## src/rtl/pwm_bank_pkg.sv

```systemverilog
package pwm_bank_pkg;
    localparam int DATA_W    = 32;
    localparam int SCALE_W   = 13;
    localparam int DUTY_W    = 8;
    localparam int SCALE_LSB = 0;
    localparam int DUTY_LSB  = 16;
    localparam int FULL_BIT  = 24;
    localparam int EN_BIT    = 31;
    localparam int CH_STRIDE_LOG2 = 4;

    typedef struct packed {
        logic               en;
        logic               full;
        logic [DUTY_W-1:0]  duty;
        logic [SCALE_W-1:0] scale;
    } cfg_t;

    typedef enum logic [1:0] {
        ST_OFF  = 2'd0,
        ST_HIGH = 2'd1,
        ST_LOW  = 2'd2
    } ch_state_e;

    function automatic cfg_t cfg_from_word(input logic [DATA_W-1:0] w);
        cfg_t c;
        c.en    = w[EN_BIT];
        c.full  = w[FULL_BIT];
        c.duty  = w[DUTY_LSB +: DUTY_W];
        c.scale = w[SCALE_LSB +: SCALE_W];
        return c;
    endfunction

    function automatic logic [DATA_W-1:0] word_from_cfg(input cfg_t c);
        logic [DATA_W-1:0] w;
        w = '0;
        w[EN_BIT]                 = c.en;
        w[FULL_BIT]               = c.full;
        w[DUTY_LSB +: DUTY_W]     = c.duty;
        w[SCALE_LSB +: SCALE_W]   = c.scale;
        return w;
    endfunction

    function automatic logic opens_active(input cfg_t c);
        return c.en && (c.full || (c.duty != '0));
    endfunction
endpackage

```

## src/rtl/pwm_bank_regs.sv

```systemverilog
module pwm_bank_regs
    import pwm_bank_pkg::*;
#(
    parameter int NCH    = 4,
    parameter int IDX_W  = (NCH > 1) ? $clog2(NCH) : 1,
    parameter int ADDR_W = CH_STRIDE_LOG2 + IDX_W
) (
    input  logic              clk,
    input  logic              rst_n,
    input  logic              wr_en,
    input  logic [ADDR_W-1:0] addr,
    input  logic [DATA_W-1:0] wdata,
    output logic [DATA_W-1:0] rdata,
    output cfg_t              cfg_new,
    output cfg_t              cfg_q [NCH],
    output logic [NCH-1:0]    kick
);
    logic [IDX_W-1:0] idx;

    assign idx     = addr[CH_STRIDE_LOG2 +: IDX_W];
    assign cfg_new = cfg_from_word(wdata);

    for (genvar i = 0; i < NCH; i++) begin : g_word
        assign kick[i] = wr_en && (idx == IDX_W'(i));

        always_ff @(posedge clk) begin
            if (!rst_n) begin
                cfg_q[i] <= '0;
            end else if (kick[i]) begin
                cfg_q[i] <= cfg_new;
            end
        end

        // a word changes only when its own channel is written
        a_r3_untouched: assert property (@(posedge clk) disable iff (!rst_n)
            !kick[i] |=> $stable(cfg_q[i]));
    end

    always_comb begin
        rdata = '0;
        for (int i = 0; i < NCH; i++) begin
            if (idx == IDX_W'(i)) rdata = word_from_cfg(cfg_q[i]);
        end
    end
endmodule

```

## src/rtl/pwm_bank_chan.sv

```systemverilog
module pwm_bank_chan
    import pwm_bank_pkg::*;
(
    input  logic clk,
    input  logic rst_n,
    input  logic kick,
    input  cfg_t cfg_new,
    input  cfg_t cfg_q,
    output logic pwm_o
);
    ch_state_e          state_q, state_d;
    logic [SCALE_W-1:0] pre_q;
    logic [DUTY_W-1:0]  cnt_q, cnt_nx;
    logic               tick;

    assign tick   = (pre_q == cfg_q.scale);
    assign cnt_nx = cnt_q + 1'b1;

    always_comb begin
        state_d = state_q;
        if (kick) begin
            if (!cfg_new.en)             state_d = ST_OFF;
            else if (opens_active(cfg_new)) state_d = ST_HIGH;
            else                         state_d = ST_LOW;
        end else begin
            unique case (state_q)
                ST_OFF:  state_d = ST_OFF;
                ST_HIGH: if (tick && !cfg_q.full && (cnt_nx == cfg_q.duty))
                             state_d = ST_LOW;
                ST_LOW:  if (tick && (cnt_nx == '0) && (cfg_q.duty != '0))
                             state_d = ST_HIGH;
                default: state_d = ST_OFF;
            endcase
        end
    end

    always_ff @(posedge clk) begin
        if (!rst_n) state_q <= ST_OFF;
        else        state_q <= state_d;
    end

    always_ff @(posedge clk) begin
        if (!rst_n || kick || (state_q == ST_OFF)) begin
            pre_q <= '0;
            cnt_q <= '0;
        end else if (tick) begin
            pre_q <= '0;
            cnt_q <= cnt_nx;
        end else begin
            pre_q <= pre_q + 1'b1;
        end
    end

    always_comb begin
        pwm_o = (state_q == ST_HIGH);
    end

    // a write with the enable clear silences the output next cycle
    a_r7_disable_drops: assert property (@(posedge clk) disable iff (!rst_n)
        kick && !cfg_new.en |=> !pwm_o);
    // every write restarts both counters
    a_r8_restart_zero: assert property (@(posedge clk) disable iff (!rst_n)
        kick |=> (pre_q == '0) && (cnt_q == '0));
    // force-full holds the output high
    a_r6_full_high: assert property (@(posedge clk) disable iff (!rst_n)
        !kick && cfg_q.en && cfg_q.full |=> pwm_o);
    // zero duty never goes high
    a_r5_zero_duty_low: assert property (@(posedge clk) disable iff (!rst_n)
        !kick && cfg_q.en && !cfg_q.full && (cfg_q.duty == '0) |=> !pwm_o);
    // the period counter advances only on prescaler ticks
    a_r4_count_on_tick: assert property (@(posedge clk) disable iff (!rst_n)
        !kick && (state_q != ST_OFF) && !tick |=> $stable(cnt_q));
endmodule

```

## src/rtl/pwm_bank.sv

```systemverilog
module pwm_bank
    import pwm_bank_pkg::*;
#(
    parameter int NCH = 4,
    localparam int IDX_W  = (NCH > 1) ? $clog2(NCH) : 1,
    localparam int ADDR_W = CH_STRIDE_LOG2 + IDX_W
) (
    input  logic              clk,
    input  logic              rst_n,
    input  logic              wr_en,
    input  logic [ADDR_W-1:0] addr,
    input  logic [DATA_W-1:0] wdata,
    output logic [DATA_W-1:0] rdata,
    output logic [NCH-1:0]    pwm_out
);
    cfg_t           cfg_new;
    cfg_t           cfg_q [NCH];
    logic [NCH-1:0] kick;

    pwm_bank_regs #(.NCH(NCH), .IDX_W(IDX_W), .ADDR_W(ADDR_W)) u_regs (
        .clk     (clk),
        .rst_n   (rst_n),
        .wr_en   (wr_en),
        .addr    (addr),
        .wdata   (wdata),
        .rdata   (rdata),
        .cfg_new (cfg_new),
        .cfg_q   (cfg_q),
        .kick    (kick)
    );

    for (genvar i = 0; i < NCH; i++) begin : g_chan
        pwm_bank_chan u_chan (
            .clk     (clk),
            .rst_n   (rst_n),
            .kick    (kick[i]),
            .cfg_new (cfg_new),
            .cfg_q   (cfg_q[i]),
            .pwm_o   (pwm_out[i])
        );
    end
endmodule

```

## config.mk

```make
export PLATFORM = sky130hd
export DESIGN_NAME = pwm_bank
export DESIGN_NICKNAME = d
export VERILOG_FILES = /design/src/rtl/pwm_bank_pkg.sv /design/src/rtl/pwm_bank_regs.sv /design/src/rtl/pwm_bank_chan.sv /design/src/rtl/pwm_bank.sv
export SDC_FILE = /design/constraint.sdc
export NUM_CORES = 1
export LEC_CHECK = 0
export ABC_AREA = 1
export CAP_MARGIN = 20
export CELL_PAD_IN_SITES_DETAIL_PLACEMENT = 1
export CELL_PAD_IN_SITES_GLOBAL_PLACEMENT = 1
export CORE_MARGIN = 3
export CORE_UTILIZATION = 36
export CTS_BUF_LIST = sky130_fd_sc_hd__clkbuf_8
export DETAILED_ROUTE_END_ITERATION = 10
export GPL_ROUTABILITY_DRIVEN = 0
export HOLD_SLACK_MARGIN = 0.08
export MAX_ROUTING_LAYER = met4
export PLACE_DENSITY_LB_ADDON = 0.12
export SETUP_SLACK_MARGIN = 0.3
export SLEW_MARGIN = 20
export SYNTH_ARGS = -nofsm -noshare
export SYNTH_HDL_FRONTEND = slang
export SYNTH_SLANG_ARGS = --single-unit
```

## constraint.sdc

```tcl
create_clock -name clk -period 1.9 [get_ports clk]
set_input_delay 0.38 -clock clk [delete_from_list [all_inputs] [get_ports clk]]
set_output_delay 0.38 -clock clk [all_outputs]
set_load 0.05 [all_outputs]
```

==> run_results.csv, run 1 <==
group,metric,value,unit
outcome,status,"finished, final reports clean",
cells_and_area,area_growth,55.4,%
floorplan,fp.dieArea,28400,sq um
synth,synth.area.top_cells,"dfxtp_1 39%, nand2_1 11%, o21ai_0 7.9%",
synth,yosysSeqAreaShare,38.7,%
setup_path,critPathMaxStageDelay,0.27,ns
clock_tree,root_buffer,"clkbuf_8",
clock_tree,clockBufferDepth,2,
timing,min_period,1.89,ns
pwr,vdd_ir_drop_max,0.000369,V
floorplan,coreArea,25600,sq um
pwr,leakagePower,5.85,nW
setup_path,rr_endpoint,"g_chan[2].u_chan.cnt_q[1]$_SDFFE_PP0P_",
synth,synthFlopType,"dfxtp_1",
synth,synth_seq_cells,184,
worst_hold_path,min_to,"u_regs.cfg_q[36]$_SDFFE_PN0P_",
job,drv_cap,0,
setup_path,worstPathArrival,1.51,ns
route,routed_wl,39.2,mm
synth,synth_cell_type_count,42,
cells_and_area,postLayoutCellArea,14800,sq um
timing,rsz0062_at_grt,"yes",
setup_path,cp_slowest_cell,"o22ai_1",
worst_hold_path,hold_start,"wdata[16]",
place,dp_hpwl,24.9,mm
grt,antenna_found_initial,0,
grt,grt.busiest_layer,"met2",
floorplan,rows,58,
worst_hold_path,hp-class,"in -> reg",
route,first_pass_iters,5,
floorplan,ios,77,
floorplan,start_util,37.2,%
setup_path,regToRegStartpoint,"u_regs.cfg_q[27]$_SDFFE_PN0P_",
route,vias,10600,
grt,grt-ovfl-total,0,
synth,synth.top_cells.by_count,"291 x nand2_1, 184 x dfxtp_1, 178 x nor2_1",
floorplan,fp.dieH,169,um
clock_tree,clkSinkCount,184,
grt,gr-usage-met3,3.57,%
synth,syn_area_per_cell,6.70,sq um
synth,synth_top_cell_area_share,38.7,%
setup_path,reg2reg_slack,0.08,ns
grt,grtUsageTotal,25.5,%
synth,synth-edff-count,0,
timing,fin_crit_sh,99.5,%
setup_path,cp_common_cell,"buf_12",
setup_path,r2r_cells,13,
grt,grt_pass1_vias,10500,
grt,grt_use_met1,31.2,%
route,drtIter0Drc,576,
grt,grt_first_pass_wirelength,56.0,mm
synth,synth_top_cell_by_area,"dfxtp_1",
grt,grt_max_degree,91,
timing,max_freq,0.529,GHz
synth,synth_most_common_cell,"nand2_1",
route,via_per_inst,5.35,
place,placed_cell_area,11100,sq um
setup_path,cp-end-kind,"primary output",
cells_and_area,drive_gt1_share,45.0,%
route,wl_per_cell,19.7,um
setup_path,cp_max_fo,6,
cells_and_area,antenna_cells,0,
route,ant_nets,0,
cells_and_area,fillers,3056,
timing,skew,0.0204,ns
clock_tree,clk_latency,0.49,ns
setup_path,worst-setup-path-type,"in -> out",
cells_and_area,fin_util,57.7,%
synth,yosysWarnings,0,
clock_tree,cts_tree,"done",
worst_hold_path,hold_depth,3,
setup_path,path_cells,"buf_4 -> nand2_4 -> buf_12 -> buf_12 -> o22ai_1 -> a21oi_4 -> o21ai_2 -> buf_12",
setup_path,cp-start-kind,"input port",
floorplan,die_w,169,um
timing,hold_viol,0,
setup_path,critPathRequiredTime,1.52,ns
pwr,p_per_area,649,nW/um^2
timing,slew_viol_final,0,
route,drcViolationCount,0,
grt,grt_use_met2,43.0,%
synth,synth_area,9520,sq um
synth,netlist_instances,1420,
clock_tree,h-tree-depth,4,
place,portBuffers,54,
cells_and_area,fin_nets,1697,
clock_tree,cts_buffers,17,
timing,setup_viol,0,
clock_tree,clk_pin_slew_worst_paths,0.10,ns
synth,synthArstFlopShare,0,%
## worst max-delay path, delay by kind of cell
kind | cells | cell delay [ns]
AND/OR/NAND/NOR | 1 | 0.11
AO/OA/AOI/OAI | 3 | 0.41
buffers and inverters | 4 | 0.60
## cells in the final DEF (no fill, tap or decap), drive strengths merged, types with 19 or more instances in the layout
cell           netlist  layout
a21oi              141     141
buf                 22     228
clkbuf              32      20
clkdlybuf4s50        0      21
dfxtp              184     184
inv                181     188
nand2              294     294
nand3               72      72
nand4               19      19
nor2               184     184
o21ai              154     154
xor2                25      25
## per-stage QoR
| stage | cells | setup TNS, ns | setup WS (ns) | power, mW | hold slack (ns) |
|---|---|---|---|---|---|
| 5_1_grt | 1991 | -0.115 | -0.0288 | 10.0 | 0.318 |
| 3_3_place_gp | 1821 | -53.49 | -0.521 | 5.84 | 0.465 |
| 6_report | 1991 | 0 | 0.00994 | 9.60 | 0.334 |
| 3_5_place_dp | 1821 | -60.74 | -0.553 | 5.87 | 0.467 |
| 4_1_cts | 1940 | 0 | 0.00618 | 9.07 | 0.375 |
| 2_1_floorplan | 1428 | 0 | 0.205 | 5.21 | 0.438 |
## area by class of cell
type	instances	area, sq um	area share (%)
well taps	330	413	2.79
inverters	182	738	4.99
flip-flops and latches	184	3880	26.2
repair buffers	255	2810	19.0
clock buffers	17	234	1.58
clock inverters	15	160	1.08
multi-input cells	1008	6560	44.4
## state kept, by name, summed over array words and instances (netlist names)
signal and flops:
g_chan.u_chan.cnt_q 32, g_chan.u_chan.pre_q 52, g_chan.u_chan.state_q 8, u_regs.cfg_q 92
## where the power goes
group	leakage [nW]	switching (mW)	internal, mW
clock network	0.193	1.76	0.988
logic	4.11	1.52	1.15
registers	1.55	0.175	4.01
total	5.85	3.46	6.15
## how the worst max path moves through the flow
stage	from	end	cells after the start
after global placement	addr[4]	u_regs.cfg_q[72]$_SDFFE_PN0P_	9
after floorplan	addr[5]	rdata[10]	3
after detailed placement	addr[4]	u_regs.cfg_q[69]$_SDFFE_PN0P_	9
after global routing	addr[4]	rdata[21]	8
after CTS	u_regs.cfg_q[27]$_SDFFE_PN0P_	rdata[4]	4
final	addr[4]	rdata[21]	8
## cell families after synthesis
family	Yosys count	share of synthesized area, %
and+or+nand+nor	611	27.5
adders and majority gates	8	1.05
AOI/OAI and AO/OA	341	19.2
xor gates and xnor gates	39	3.59
buffers and inverters	236	9.92
DFF	184	38.7
other	1	0.0394
## layer usage
layer	vias up	part of all wire (%)
li1	5094	-
met1	5242	42
met2	216	51
met3	90	3.4
met4	0	4.0
met5	-	0
## timing repair
item                                    in CTS  in global routing
cloned                                       6                  3
setup buffers                               81                 48
gates resized for setup                    314                399
pin swaps                                   69                104
hold endpoints to repair                     0                  0
endpoints found under the setup margin     162                149
hold buffers                                 0                  0
(Power assumes the default switching activity.)
==> run 2, diff against run 1 <==
Settings changed: CORE_UTILIZATION 36 to 25.
==> run 2 against run 1 <==
Largest cell class unchanged. Sequential power about the same. Count of clock-buffer cells in the layout is the same. Sequential cell count unchanged. Final area grew 1.0%. Setup slack got worse by 0.0064 ns. Cell count is 8.5% higher. Sequential share of layout area fell by 0.12 points. Wire length decreased by 1.7%. Via count fell by 4.3%. First-iteration DRC count fell by 39%. Maximum frequency down 0.34%.
==> run_results.csv, run 2 (same netlist as run 1, synthesis figures left out) <==
group,metric,value,unit
outcome,status,"finished, final reports clean",
timing,setup_viol,0,
pwr,p_clk_share,28.7,%
pwr,leakagePower,5.80,nW
route,wl_per_cell,17.8,um
timing,skew,0.0172,ns
place,placed_cell_area,11400,sq um
grt,grt_first_pass_wirelength,58.6,mm
route,drcViolationCount,0,
cells_and_area,fin_cells,2161,
clock_tree,cts-hold-fix-buffers,0,
cells_and_area,antenna_cells,0,
route,via_per_inst,4.71,
cells_and_area,largest_reg_flops,92,
timing,rsz0062_at_grt,"yes",
route,routed_wl,38.5,mm
setup_path,regToRegStartpoint,"u_regs.cfg_q[69]$_SDFFE_PN0P_",
setup_path,path_cells,"inv_2 -> nor2_2 -> a221oi_2 -> o21ai_4 -> buf_6",
setup_path,critPathMaxStageDelay,0.34,ns
floorplan,fp.dieArea,40500,sq um
grt,grt-ovfl-total,0,
worst_hold_path,min_to,"g_chan[0].u_chan.state_q[0]$_SDFFE_PN0P_",
job,drv_cap,0,
pwr,p_seq_share,43.9,%
timing,min_period,1.90,ns
clock_tree,root_buffer,"clkbuf_8",
pwr,internal_power,6.09,mW
setup_path,worst-setup-path-type,"reg -> out",
clock_tree,cts_tree,"done",
cells_and_area,final_common_cell,"nand2_1",
pwr,p_sw,3.41,mW
cells_and_area,largest-register,"u_regs.cfg_q",
cells_and_area,fin_util,40.3,%
timing,timing.final.ws_setup,0.00358,ns
cells_and_area,postLayoutCellArea,14900,sq um
grt,grt_pass1_vias,10400,
route,vias,10200,
setup_path,worstPathArrival,1.52,ns
setup_path,r2r_cells,13,
setup_path,rr_endpoint,"g_chan[0].u_chan.cnt_q[0]$_SDFFE_PP0P_",
place,dpl_worst_slack,-0.560,ns
setup_path,cp_max_fo,2,
floorplan,die_w,201,um
clock_tree,clockBufferDepth,2,
place,portBuffers,54,
route,ant_nets,0,
timing,slew_viol_final,0,
pwr,swShare,35.9,%
cells_and_area,area_growth,56.9,%
pwr,p_total,9.50,mW
setup_path,cp-end-kind,"primary output",
setup_path,critPathRequiredTime,1.52,ns
route,first_pass_iters,4,
place,dpl.cell_count,2006,
pwr,power_frac_comb,27.4,%
floorplan,rows,70,
pwr,vdd_ir_drop_max,0.000426,V
timing,fin_crit_sh,99.8,%
setup_path,cp_slowest_cell,"dfxtp_2",
place,dp_hpwl,27.4,mm
clock_tree,h-tree-depth,4,
floorplan,coreArea,37000,sq um
pwr,p_per_area,636,nW/um^2
cells_and_area,mostFrequentLayoutCells,"220 x nand2_1, 132 x buf_4, 110 x inv_1",
floorplan,start_util,25.7,%
timing,max_freq,0.527,GHz
clock_tree,clk_pin_slew_worst_paths,0.12,ns
grt,grt_max_degree,91,
floorplan,fp.dieH,201,um
grt,grtUsageTotal,18.9,%
floorplan,ios,77,
grt,antenna_found_initial,0,
cells_and_area,fin_nets,1694,
clock_tree,clk_latency,0.51,ns
route,drtIter0Drc,349,
worst_hold_path,hold_depth,4,
cells_and_area,drive_gt1_share,46.4,%
setup_path,cp-start-kind,"flip-flop",
worst_hold_path,hold_start,"rst_n",
timing,hold_viol,0,
worst_hold_path,hp-class,"in -> reg",
setup_path,reg2reg_slack,0.21,ns
clock_tree,clkSinkCount,184,
clock_tree,cts_buffers,17,
cells_and_area,largestRegisters,"u_regs.cfg_q: 92 flops, g_chan.u_chan.pre_q: 52 flops, g_chan.u_chan.cnt_q: 32 flops",
## run 2: cell count changes in the layout (fill, tap and decap cells not counted), moves of 9 or more
| cell | change |
|---|---|
| nand2_2 | +9 |
| o21ai_0 | +10 |
| a21oi_2 | +11 |
| nand2_1 | -17 |
| buf_4 | +12 |
## run 2: power groups by stage
stage / clock (mW) / sequential (mW) / combinational, mW
final: 2.73 / 4.17 / 2.61
after global routing: 3.00 / 4.19 / 2.82
after CTS: 2.84 / 4.17 / 2.11
after detailed placement: 0 / 4.23 / 1.73
after global placement: 0 / 4.23 / 1.71
after floorplan: 0 / 4.17 / 1.04
## run 2: cell type report
cell class / count / area [sq um]
flip-flops and latches: 184 / 3900
inverters: 182 / 742
clock buffers: 17 / 234
well taps: 504 / 631
fillers: 4403 / 22100
clock inverters: 14 / 134
multi-input cells: 1008 / 6590
repair buffers: 252 / 2710
## run 2: metal layers
layer  wire length (um)  part of all wire [%]  GRT usage (%)
met5                  0                     0              -
met4                549                   1.4           3.21
met3                812                   2.1           2.72
met2              19800                    51           33.0
met1              17400                    45           23.5
## run 2: through the flow
step           hold slack, ns  setup TNS [ns]
2_1_floorplan           0.438               0
3_3_place_gp            0.464          -43.47
3_5_place_dp            0.467          -54.89
4_1_cts                 0.327         -0.0218
5_1_grt                 0.352          -0.298
6_report                0.366               0
## run 2: what timing repair did
item | 4_1_cts | 5_1_grt
setup endpoints to repair | 155 | 120
gates resized for setup | 345 | 370
pin swaps | 52 | 108
cloned | 6 | 2
buffers inserted | 68 | 48
## run 2: how the worst max path moves through the flow
stage	start	end	slack (ns)
detailed placement	addr[4]	rdata[3]	-0.56
finish	u_regs.cfg_q[54]$_SDFFE_PN0P_	rdata[8]	0.004
global placement	addr[4]	rdata[3]	-0.48
CTS	u_regs.cfg_q[68]$_SDFFE_PN0P_	rdata[31]	-0.02
floorplan	addr[5]	rdata[10]	0.21
global route	u_regs.cfg_q[68]$_SDFFE_PN0P_	rdata[31]	-0.07
## run 2: worst max-delay path: cells and delay by family (launching register included)
| kind | cells | cell delay (ns) |
|---|---|---|
| and+or+nand+nor | 1 | 0.04 |
| buffers and inverters | 2 | 0.24 |
| DFF | 1 | 0.34 |
| AOI/OAI and AO/OA | 2 | 0.38 |
==> run 3, diff against run 2 <==
Settings changed: GPL_ROUTABILITY_DRIVEN 0 to unset.
==> results of run 3 <==
Same layout as run 2: the final DEF is identical, and so are final timing and power.
